## src/rtl/spi_host_pkg.sv

```systemverilog
package spi_host_pkg;
  localparam int REG_W      = 8;
  localparam int REG_ADDR_W = 5;

  localparam logic [REG_ADDR_W-1:0] OFS_CTRL  = 5'h00;
  localparam logic [REG_ADDR_W-1:0] OFS_AUX   = 5'h01;
  localparam logic [REG_ADDR_W-1:0] OFS_DIV   = 5'h04;
  localparam logic [REG_ADDR_W-1:0] OFS_STAT  = 5'h05;
  localparam logic [REG_ADDR_W-1:0] OFS_DATA  = 5'h09;
  localparam logic [REG_ADDR_W-1:0] OFS_PORT  = 5'h0D;
  localparam logic [REG_ADDR_W-1:0] OFS_DIR   = 5'h10;

  // control bit positions
  localparam int C_IE  = 7;
  localparam int C_EN  = 6;
  localparam int C_MST = 4;
  localparam int C_POL = 3;
  localparam int C_PHA = 2;
  localparam int C_SSO = 1;
  localparam int C_LSB = 0;

  // status bit positions
  localparam int S_DONE = 7;
  localparam int S_COL  = 6;
  localparam int S_FLT  = 4;

  // divider fields
  localparam int PRE_W   = 3;
  localparam int PRE_LSB = 4;
  localparam int EXP_W   = 3;
  localparam int EXP_LSB = 0;

  localparam int SS_BIT = 3;

  typedef struct packed {
    logic ie;
    logic en;
    logic mst;
    logic pol;
    logic pha;
    logic sso;
    logic lsb;
  } ctl_t;
endpackage

```

## src/rtl/spi_host_baud.sv

```systemverilog
module spi_host_baud #(
  parameter int PRE_W = 3,
  parameter int EXP_W = 3
) (
  input  logic             clk,
  input  logic             rst_n,
  input  logic             run,
  input  logic [PRE_W-1:0] pre,
  input  logic [EXP_W-1:0] expo,
  output logic             tick
);
  localparam int MAX_EXP = (1 << EXP_W) - 1;
  localparam int CNT_W   = PRE_W + MAX_EXP + 1;

  logic [CNT_W-1:0] cnt;
  logic [CNT_W-1:0] half_m1;

  always_comb begin
    half_m1 = ((CNT_W'(pre) + CNT_W'(1)) << expo) - CNT_W'(1);
    tick    = run && (cnt == half_m1);
  end

  always_ff @(posedge clk or negedge rst_n) begin
    if (!rst_n)          cnt <= '0;
    else if (!run)       cnt <= '0;
    else if (tick)       cnt <= '0;
    else                 cnt <= cnt + CNT_W'(1);
  end

  // the count never passes the half-period limit while running
  p_cnt_in_range_r2: assert property (@(posedge clk) disable iff (!rst_n)
    run |-> cnt <= half_m1);
endmodule

```

## src/rtl/spi_host_shift.sv

```systemverilog
module spi_host_shift #(
  parameter int DATA_W = 8
) (
  input  logic              clk,
  input  logic              rst_n,
  input  logic              start,
  input  logic              abort,
  input  logic [DATA_W-1:0] tx_data,
  input  logic              cpha,
  input  logic              lsb_first,
  input  logic              tick,
  input  logic              miso,
  output logic              busy,
  output logic              sck_tog,
  output logic              mosi,
  output logic              done,
  output logic [DATA_W-1:0] rx_next
);
  localparam int BW    = $clog2(DATA_W);
  localparam int EW    = BW + 1;
  localparam int EDGES = 2 * DATA_W;

  logic [EW-1:0]     edge_idx;
  logic [BW-1:0]     bit_idx;
  logic [DATA_W-1:0] tx_q;
  logic [DATA_W-1:0] rx_sr;
  logic              leading;
  logic              last;
  logic              sample_now;

  function automatic logic pick(input logic [DATA_W-1:0] d,
                                input logic [BW-1:0] i,
                                input logic lsb);
    logic [BW-1:0] j;
    j = lsb ? i : (BW'(DATA_W - 1) - i);
    return d[j];
  endfunction

  always_comb begin
    bit_idx    = edge_idx[EW-1:1];
    leading    = ~edge_idx[0];
    last       = (edge_idx == EW'(EDGES - 1));
    sample_now = busy && tick && (leading ^ cpha);
    done       = busy && tick && last;
    if (!sample_now)    rx_next = rx_sr;
    else if (lsb_first) rx_next = {miso, rx_sr[DATA_W-1:1]};
    else                rx_next = {rx_sr[DATA_W-2:0], miso};
  end

  always_ff @(posedge clk or negedge rst_n) begin
    if (!rst_n) begin
      busy     <= 1'b0;
      sck_tog  <= 1'b0;
      edge_idx <= '0;
      mosi     <= 1'b0;
      tx_q     <= '0;
      rx_sr    <= '0;
    end else if (abort) begin
      busy     <= 1'b0;
      sck_tog  <= 1'b0;
      edge_idx <= '0;
    end else if (start) begin
      busy     <= 1'b1;
      sck_tog  <= 1'b0;
      edge_idx <= '0;
      tx_q     <= tx_data;
      if (!cpha) mosi <= pick(tx_data, '0, lsb_first);
    end else if (busy && tick) begin
      sck_tog  <= ~sck_tog;
      edge_idx <= last ? '0 : edge_idx + EW'(1);
      rx_sr    <= rx_next;
      if (leading && cpha)
        mosi <= pick(tx_q, bit_idx, lsb_first);
      if (!leading && !cpha && !last)
        mosi <= pick(tx_q, bit_idx + BW'(1), lsb_first);
      if (last) busy <= 1'b0;
    end
  end

  // an exchange ends with the clock back at its resting phase
  p_end_at_rest_r3: assert property (@(posedge clk) disable iff (!rst_n)
    done |=> (!busy && !sck_tog));
  // a start never lands on a running exchange
  p_start_idle_r7: assert property (@(posedge clk) disable iff (!rst_n)
    start |-> !busy);
endmodule

```

## src/rtl/spi_host_flags.sv

```systemverilog
module spi_host_flags (
  input  logic clk,
  input  logic rst_n,
  input  logic set_done,
  input  logic set_col,
  input  logic set_flt,
  input  logic rd_stat,
  input  logic rd_data,
  output logic done_f,
  output logic col_f,
  output logic flt_f
);
  logic [2:0] flags;
  logic [2:0] armed;
  logic [2:0] clr;

  always_comb begin
    clr    = rd_data ? armed : 3'b000;
    done_f = flags[2];
    col_f  = flags[1];
    flt_f  = flags[0];
  end

  always_ff @(posedge clk or negedge rst_n) begin
    if (!rst_n) begin
      flags <= '0;
      armed <= '0;
    end else begin
      flags <= (flags & ~clr) | {set_done, set_col, set_flt};
      if (rd_stat)      armed <= flags;
      else if (rd_data) armed <= '0;
    end
  end

  // a flag survives every cycle without a data read
  p_done_kept_r6: assert property (@(posedge clk) disable iff (!rst_n)
    (done_f && !rd_data) |=> done_f);
  p_fault_kept_r6: assert property (@(posedge clk) disable iff (!rst_n)
    (flt_f && !rd_data) |=> flt_f);
endmodule

```

## src/rtl/spi_host_ctrl.sv

```systemverilog
module spi_host_ctrl
  import spi_host_pkg::*;
#(
  parameter int PORT_W = 4
) (
  input  logic                  clk,
  input  logic                  rst_n,
  input  logic [REG_ADDR_W-1:0] bus_addr,
  input  logic                  bus_wr,
  input  logic                  bus_rd,
  input  logic [REG_W-1:0]      bus_wdata,
  output logic [REG_W-1:0]      bus_rdata,
  output logic                  sck,
  output logic                  mosi,
  input  logic                  miso,
  input  logic [PORT_W-1:0]     port_in,
  output logic [PORT_W-1:0]     port_out,
  output logic [PORT_W-1:0]     port_oe,
  output logic                  irq_done,
  output logic                  irq_fault
);
  ctl_t              ctl_q;
  logic [REG_W-1:0]  aux_q;
  logic [PRE_W-1:0]  pre_q;
  logic [EXP_W-1:0]  exp_q;
  logic [PORT_W-1:0] port_q;
  logic [PORT_W-1:0] dir_q;
  logic [REG_W-1:0]  rx_hold;

  logic wr_ctrl, wr_aux, wr_div, wr_data, wr_port, wr_dir;
  logic rd_stat, rd_data;
  logic fault, start, abort, set_col;
  logic busy, sck_tog, mosi_q, done, tick;
  logic done_f, col_f, flt_f;
  logic ss_auto;
  logic [REG_W-1:0] rx_next;
  logic [REG_W-1:0] stat_v;
  logic [REG_W-1:0] ctl_v;

  always_comb begin
    wr_ctrl = bus_wr && (bus_addr == OFS_CTRL);
    wr_aux  = bus_wr && (bus_addr == OFS_AUX);
    wr_div  = bus_wr && (bus_addr == OFS_DIV);
    wr_data = bus_wr && (bus_addr == OFS_DATA);
    wr_port = bus_wr && (bus_addr == OFS_PORT);
    wr_dir  = bus_wr && (bus_addr == OFS_DIR);
    rd_stat = bus_rd && (bus_addr == OFS_STAT);
    rd_data = bus_rd && (bus_addr == OFS_DATA);

    fault   = ctl_q.en && ctl_q.mst && !dir_q[SS_BIT] && !port_in[SS_BIT];
    abort   = fault || (busy && !(ctl_q.en && ctl_q.mst));
    start   = wr_data && ctl_q.en && ctl_q.mst && !busy && !fault;
    set_col = wr_data && busy && !fault;
    ss_auto = ctl_q.sso && dir_q[SS_BIT];
  end

  // register file
  always_ff @(posedge clk or negedge rst_n) begin
    if (!rst_n) begin
      ctl_q  <= '0;
      aux_q  <= '0;
      pre_q  <= '0;
      exp_q  <= '0;
      port_q <= '0;
      dir_q  <= '0;
    end else begin
      if (wr_ctrl) begin
        ctl_q.ie  <= bus_wdata[C_IE];
        ctl_q.en  <= bus_wdata[C_EN];
        ctl_q.mst <= bus_wdata[C_MST];
        ctl_q.pol <= bus_wdata[C_POL];
        ctl_q.pha <= bus_wdata[C_PHA];
        ctl_q.sso <= bus_wdata[C_SSO];
        ctl_q.lsb <= bus_wdata[C_LSB];
      end
      if (fault) begin
        ctl_q.en  <= 1'b0;
        ctl_q.mst <= 1'b0;
      end
      if (wr_aux) aux_q <= bus_wdata;
      if (wr_div) begin
        pre_q <= bus_wdata[PRE_LSB +: PRE_W];
        exp_q <= bus_wdata[EXP_LSB +: EXP_W];
      end
      if (wr_port) port_q <= bus_wdata[PORT_W-1:0];
      if (wr_dir)  dir_q  <= bus_wdata[PORT_W-1:0];
    end
  end

  always_ff @(posedge clk or negedge rst_n) begin
    if (!rst_n)    rx_hold <= '0;
    else if (done) rx_hold <= rx_next;
  end

  spi_host_baud #(.PRE_W(PRE_W), .EXP_W(EXP_W)) u_baud (
    .clk   (clk),
    .rst_n (rst_n),
    .run   (busy),
    .pre   (pre_q),
    .expo  (exp_q),
    .tick  (tick)
  );

  spi_host_shift #(.DATA_W(REG_W)) u_shift (
    .clk       (clk),
    .rst_n     (rst_n),
    .start     (start),
    .abort     (abort),
    .tx_data   (bus_wdata),
    .cpha      (ctl_q.pha),
    .lsb_first (ctl_q.lsb),
    .tick      (tick),
    .miso      (miso),
    .busy      (busy),
    .sck_tog   (sck_tog),
    .mosi      (mosi_q),
    .done      (done),
    .rx_next   (rx_next)
  );

  spi_host_flags u_flags (
    .clk      (clk),
    .rst_n    (rst_n),
    .set_done (done),
    .set_col  (set_col),
    .set_flt  (fault),
    .rd_stat  (rd_stat),
    .rd_data  (rd_data),
    .done_f   (done_f),
    .col_f    (col_f),
    .flt_f    (flt_f)
  );

  // pins
  always_comb begin
    sck       = ctl_q.en ? (ctl_q.pol ^ sck_tog) : ctl_q.pol;
    mosi      = ctl_q.en && mosi_q;
    irq_done  = ctl_q.ie && done_f;
    irq_fault = ctl_q.ie && flt_f;
    port_oe   = dir_q;
  end

  for (genvar gi = 0; gi < PORT_W; gi++) begin : g_port
    if (gi == SS_BIT) begin : g_ss
      assign port_out[gi] = ss_auto ? ~busy : port_q[gi];
    end else begin : g_plain
      assign port_out[gi] = port_q[gi];
    end
  end

  // read mux
  always_comb begin
    stat_v         = '0;
    stat_v[S_DONE] = done_f;
    stat_v[S_COL]  = col_f;
    stat_v[S_FLT]  = flt_f;
    ctl_v          = '0;
    ctl_v[C_IE]    = ctl_q.ie;
    ctl_v[C_EN]    = ctl_q.en;
    ctl_v[C_MST]   = ctl_q.mst;
    ctl_v[C_POL]   = ctl_q.pol;
    ctl_v[C_PHA]   = ctl_q.pha;
    ctl_v[C_SSO]   = ctl_q.sso;
    ctl_v[C_LSB]   = ctl_q.lsb;
    bus_rdata      = '0;
    if (bus_rd) begin
      case (bus_addr)
        OFS_CTRL: bus_rdata = ctl_v;
        OFS_AUX:  bus_rdata = aux_q;
        OFS_DIV:  begin
          bus_rdata[PRE_LSB +: PRE_W] = pre_q;
          bus_rdata[EXP_LSB +: EXP_W] = exp_q;
        end
        OFS_STAT: bus_rdata = stat_v;
        OFS_DATA: bus_rdata = rx_hold;
        OFS_PORT: bus_rdata = REG_W'(port_q);
        OFS_DIR:  bus_rdata = REG_W'(dir_q);
        default:  bus_rdata = '0;
      endcase
    end
  end

  // clock rests at polarity whenever idle
  p_idle_sck_r3: assert property (@(posedge clk) disable iff (!rst_n)
    !busy |-> (sck == ctl_q.pol));
  // completion leaves the done flag set
  p_done_flag_r5: assert property (@(posedge clk) disable iff (!rst_n)
    done |=> done_f);
  // collision write raises its flag
  p_col_flag_r7: assert property (@(posedge clk) disable iff (!rst_n)
    (wr_data && busy && !fault) |=> col_f);
  // fault drops master mode and stops the shifter
  p_fault_drop_r8: assert property (@(posedge clk) disable iff (!rst_n)
    fault |=> (!ctl_q.en && !ctl_q.mst && !busy && flt_f));
endmodule

```

## config.mk

```make
export PLATFORM = sky130hd
export DESIGN_NAME = spi_host_ctrl
export DESIGN_NICKNAME = d
export VERILOG_FILES = /design/src/rtl/spi_host_pkg.sv /design/src/rtl/spi_host_baud.sv /design/src/rtl/spi_host_shift.sv /design/src/rtl/spi_host_flags.sv /design/src/rtl/spi_host_ctrl.sv
export SDC_FILE = /design/constraint.sdc
export NUM_CORES = 1
export LEC_CHECK = 0
export BUFFER_PORTS_ARGS = -buffer_cell sky130_fd_sc_hd__buf_4
export CAP_MARGIN = 20
export CORE_ASPECT_RATIO = 1.4
export CORE_MARGIN = 2
export CORE_UTILIZATION = 65
export CTS_BUF_LIST = sky130_fd_sc_hd__clkbuf_4
export CTS_CLUSTER_DIAMETER = 200
export DETAILED_ROUTE_END_ITERATION = 10
export PLACE_DENSITY = 0.89
export SLEW_MARGIN = 25
export SYNTH_ARGS = -nofsm -noshare
export SYNTH_HDL_FRONTEND = slang
export SYNTH_SLANG_ARGS = --single-unit
```

## constraint.sdc

```tcl
create_clock -name clk -period 8.8 [get_ports clk]
set_input_delay 0.44 -clock clk [delete_from_list [all_inputs] [get_ports clk]]
set_output_delay 0.44 -clock clk [all_outputs]
set_load 0.1 [all_outputs]
```

==> results.md <==
* Die H at 107 um
* Final Hold Fails at 13
* Mean post-synth cell area at 10.4 um^2
* Most frequent cells in the layout: dfrtp_1, mux2_2, buf_4, nand2_1, nor2_1
* CP bufs+invs at 0
* Seq/Total Area, Yosys at 39.5%
* Gr ovfl total at 0
* Top-area cell type share of the netlist area at 39.5%
* CTS buffer count at 9
* Vias/cell at 6.66
* Vias at 3,984
* Layout fillers at 557
* Cells on worst reg2reg path at 13
* Drt pass-1 iters at 7
* CTS Buffer Depth at 2
* GR Util All Layers at 31.4%
* Worst setup SP type: flop
* Post-Syn Area at 4880 um^2
* Largest cells by area after synthesis: dfrtp_1, mux2_2, mux4_2
* Core area at 7310 um^2
* Setup TNS at 0 ns
* Worst setup EP type: flop
* Warnings from Yosys at 0
* Postcts setup bufs at 0
* # hold bufs at CTS at 0
* Initial antenna violation count at 0
* Async S/R FF share, synth at 100%
* Reg2reg start: pre_q[0]
* DRT antenna net count at 0
* Maximum vdd drop at 0.000165 V
* Die X at 77.3 um
* Row count at 37
* Final setup violation count at 0
* WP data required at 9.14 ns
* Layout Cells excl Fill at 598
* CTS tree: yes
* Worst Tran Pin Value at 0.937 ns
* Ant diodes at 0
* Outcome: finished, violations left
* Vias in the first global route at 4,010
* TritonCTS Sinks at 77
* Pwr per Cell Area at 199 nW/um^2
* First-pass GRT wire length at 20,000 um
* Post-synth EDFFs at 0
* Area leader, netlist: dfrtp_1
* Commonest non-fill, non-tap cell in the layout: dfrtp_1
* H-Tree Depth at 3
* CTS root buffer: clkbuf_4
* Pin count of the biggest net entering global routing at 78
* Slowest cell on the critical path: nor3_4
* Crit path max-delay family: simple AND/OR/NAND/NOR gates
* Worst EP arrival at 4.60 ns
* CP max FO at 16
* Critical path type: reg -> reg
* Peak Freq at 235 MHz
* Max cap viols at 0
* Post-synth net total at 499
* PortBufs at 38
* Clock transition at path regs at 0.12 ns
* R2R setup slack at 4.55 ns
* R2R Path End: u_shift.rx_sr[4]
* RD Place Congestion at 0.991
* Clk_skew at 0.0195 ns
* Share of cells above drive strength 1 at 25.5%
* Tcrit/Tclk final at 48.3%
* Starting Density at 66.8%
* Most used DFF post-synth: dfrtp_1
* 1st-iter DRT viols at 331
* CP startpoint: pre_q[0]
* Leakage at 2.31 nW
* Placed Area at 5180 um^2
* Slew HR at 37.1%
* I/O pin count at 42
* Synth Register Bits at 77
* Resized Gates After CTS at 0
* Mapped Cells at 470
* Post-layout instance area at 5330 um^2
* Area growth from synthesis to layout at 9.04%
* Dpl hpwl at 9010 um
* RSZ-0062 raised after global routing: false
* Failing checks: negative hold slack
* Max-slew violation count at 0
* Hold_ws at -0.0281 ns
* Nets at 525
* Die Area at 8230 um^2
* Cells along the critical path: ha_1 > nand2b_1 > nand2_1 > nand2_1 > ha_1 > xnor2_1 > and3_1 > nor4_1 > mux2i_1 > a221oi_2 > nand3_2 > nor3_4 > mux2_4
* # DRC at 0
* Routed wire length at 12,200 um
* Wire per inst at 20.3 um
* Shortest period the worst path allows at 4.25 ns
* Worst hold path class: in -> async
* Clock Latency Late Sink at 0.45 ns
* CP max stage delay at 0.61 ns
* Placed Cells at 582
* Yosys cell types at 67
cell usage after synthesis (all sizes together), types with 2 or more instances:
library cell,n
dfrtp,77
nor4,3
o211ai,2
nand3b,3
nor2,39
clkbuf,13
a22oi,8
a32o,3
a2bb2oi,2
o31ai,2
o21ai,17
mux2,51
o21a,2
and3,4
a21o,4
a221oi,5
inv,17
nand2b,6
or3,4
a21oi,17
buf,12
ha,7
nand3,19
xnor2,15
mux4,10
a211oi,4
a21boi,6
o22ai,3
nor3,7
xor2,11
a31oi,5
mux2i,22
and2,7
nand4,3
nor2b,5
xnor3,2
nand2,38
power by group:
part	switching [mW]	total (mW)	internal [mW]
registers	0.0680	0.457	0.389
logic	0.238	0.387	0.149
clock network	0.127	0.216	0.0892
total	0.433	1.06	0.627
through the flow:
step | total power [mW] | hold WS [ns] | utilization, % | setup WS, ns
2_1_floorplan | 0.754 | 0.144 | - | 2.08
3_3_place_gp | 0.827 | 0.476 | 70.9 | 4.72
3_5_place_dp | 0.845 | 0.489 | 70.9 | 4.58
4_1_cts | 1.05 | 0.151 | 72.8 | 4.57
5_1_grt | 1.11 | 0.0365 | 72.8 | 4.32
6_report | 1.06 | -0.0281 | 72.8 | 4.55
routing by layer:
layer | part of all wire, % | routed length [um] | global-route usage (%)
met1 | 36 | 4320 | 36.1
met2 | 55 | 6660 | 56.1
met3 | 6.0 | 732 | 6.37
met4 | 3.7 | 445 | 13.9
met5 | 0 | 0 | 0
worst register-to-register path, cell delays in order (launching register included):
cell	delay, ns
dfrtp_1	0.57
ha_1	0.55
nand2b_1	0.16
nand2_1	0.12
nand2_1	0.06
ha_1	0.23
xnor2_1	0.19
and3_1	0.21
nor4_1	0.23
mux2i_1	0.12
a221oi_2	0.37
nand3_2	0.36
nor3_4	0.62
mux2_4	0.36
layout make-up:
cell class / instances / area (um^2) / area share [%]
flip-flops and latches: 77 / 1930 / 36.2
clock inverters: 6 / 62.6 / 1.17
multi-input cells: 351 / 2770 / 52.0
inverters: 17 / 63.8 / 1.20
clock buffers: 10 / 75.1 / 1.41
well taps: 97 / 121 / 2.28
repair buffers: 40 / 304 / 5.71
flip-flops by register name (all words and copies together), names as in the netlist, 4 cells and up:
name	flops
aux_q	8
ctl_q	7
port_oe	4
port_q	4
rx_hold	8
u_baud.cnt	11
u_shift.edge_idx	4
u_shift.rx_sr	8
u_shift.tx_q	8
worst max-delay path by stage:
| stage | endpoint | slack, ns | cells past startpoint |
|---|---|---|---|
| detailed placement | u_shift.rx_sr[3] | 4.58 | 13 |
| floorplan | bus_rdata[3] | 2.08 | 8 |
| finish | u_shift.rx_sr[4] | 4.55 | 13 |
| global placement | u_shift.rx_sr[6] | 4.72 | 13 |
| global route | u_shift.rx_sr[3] | 4.32 | 13 |
| CTS | u_shift.rx_sr[4] | 4.57 | 13 |
cells by family after synthesis:
kind of cell,Yosys count,share of synthesized area [%]
xor+xnor,28,5.74
mux,83,21.4
compound gates,91,13.2
fa+ha+maj,7,1.79
flops,77,39.5
simple gates,142,14.6
buf+inv,42,3.79
(Power assumes the default switching activity.)
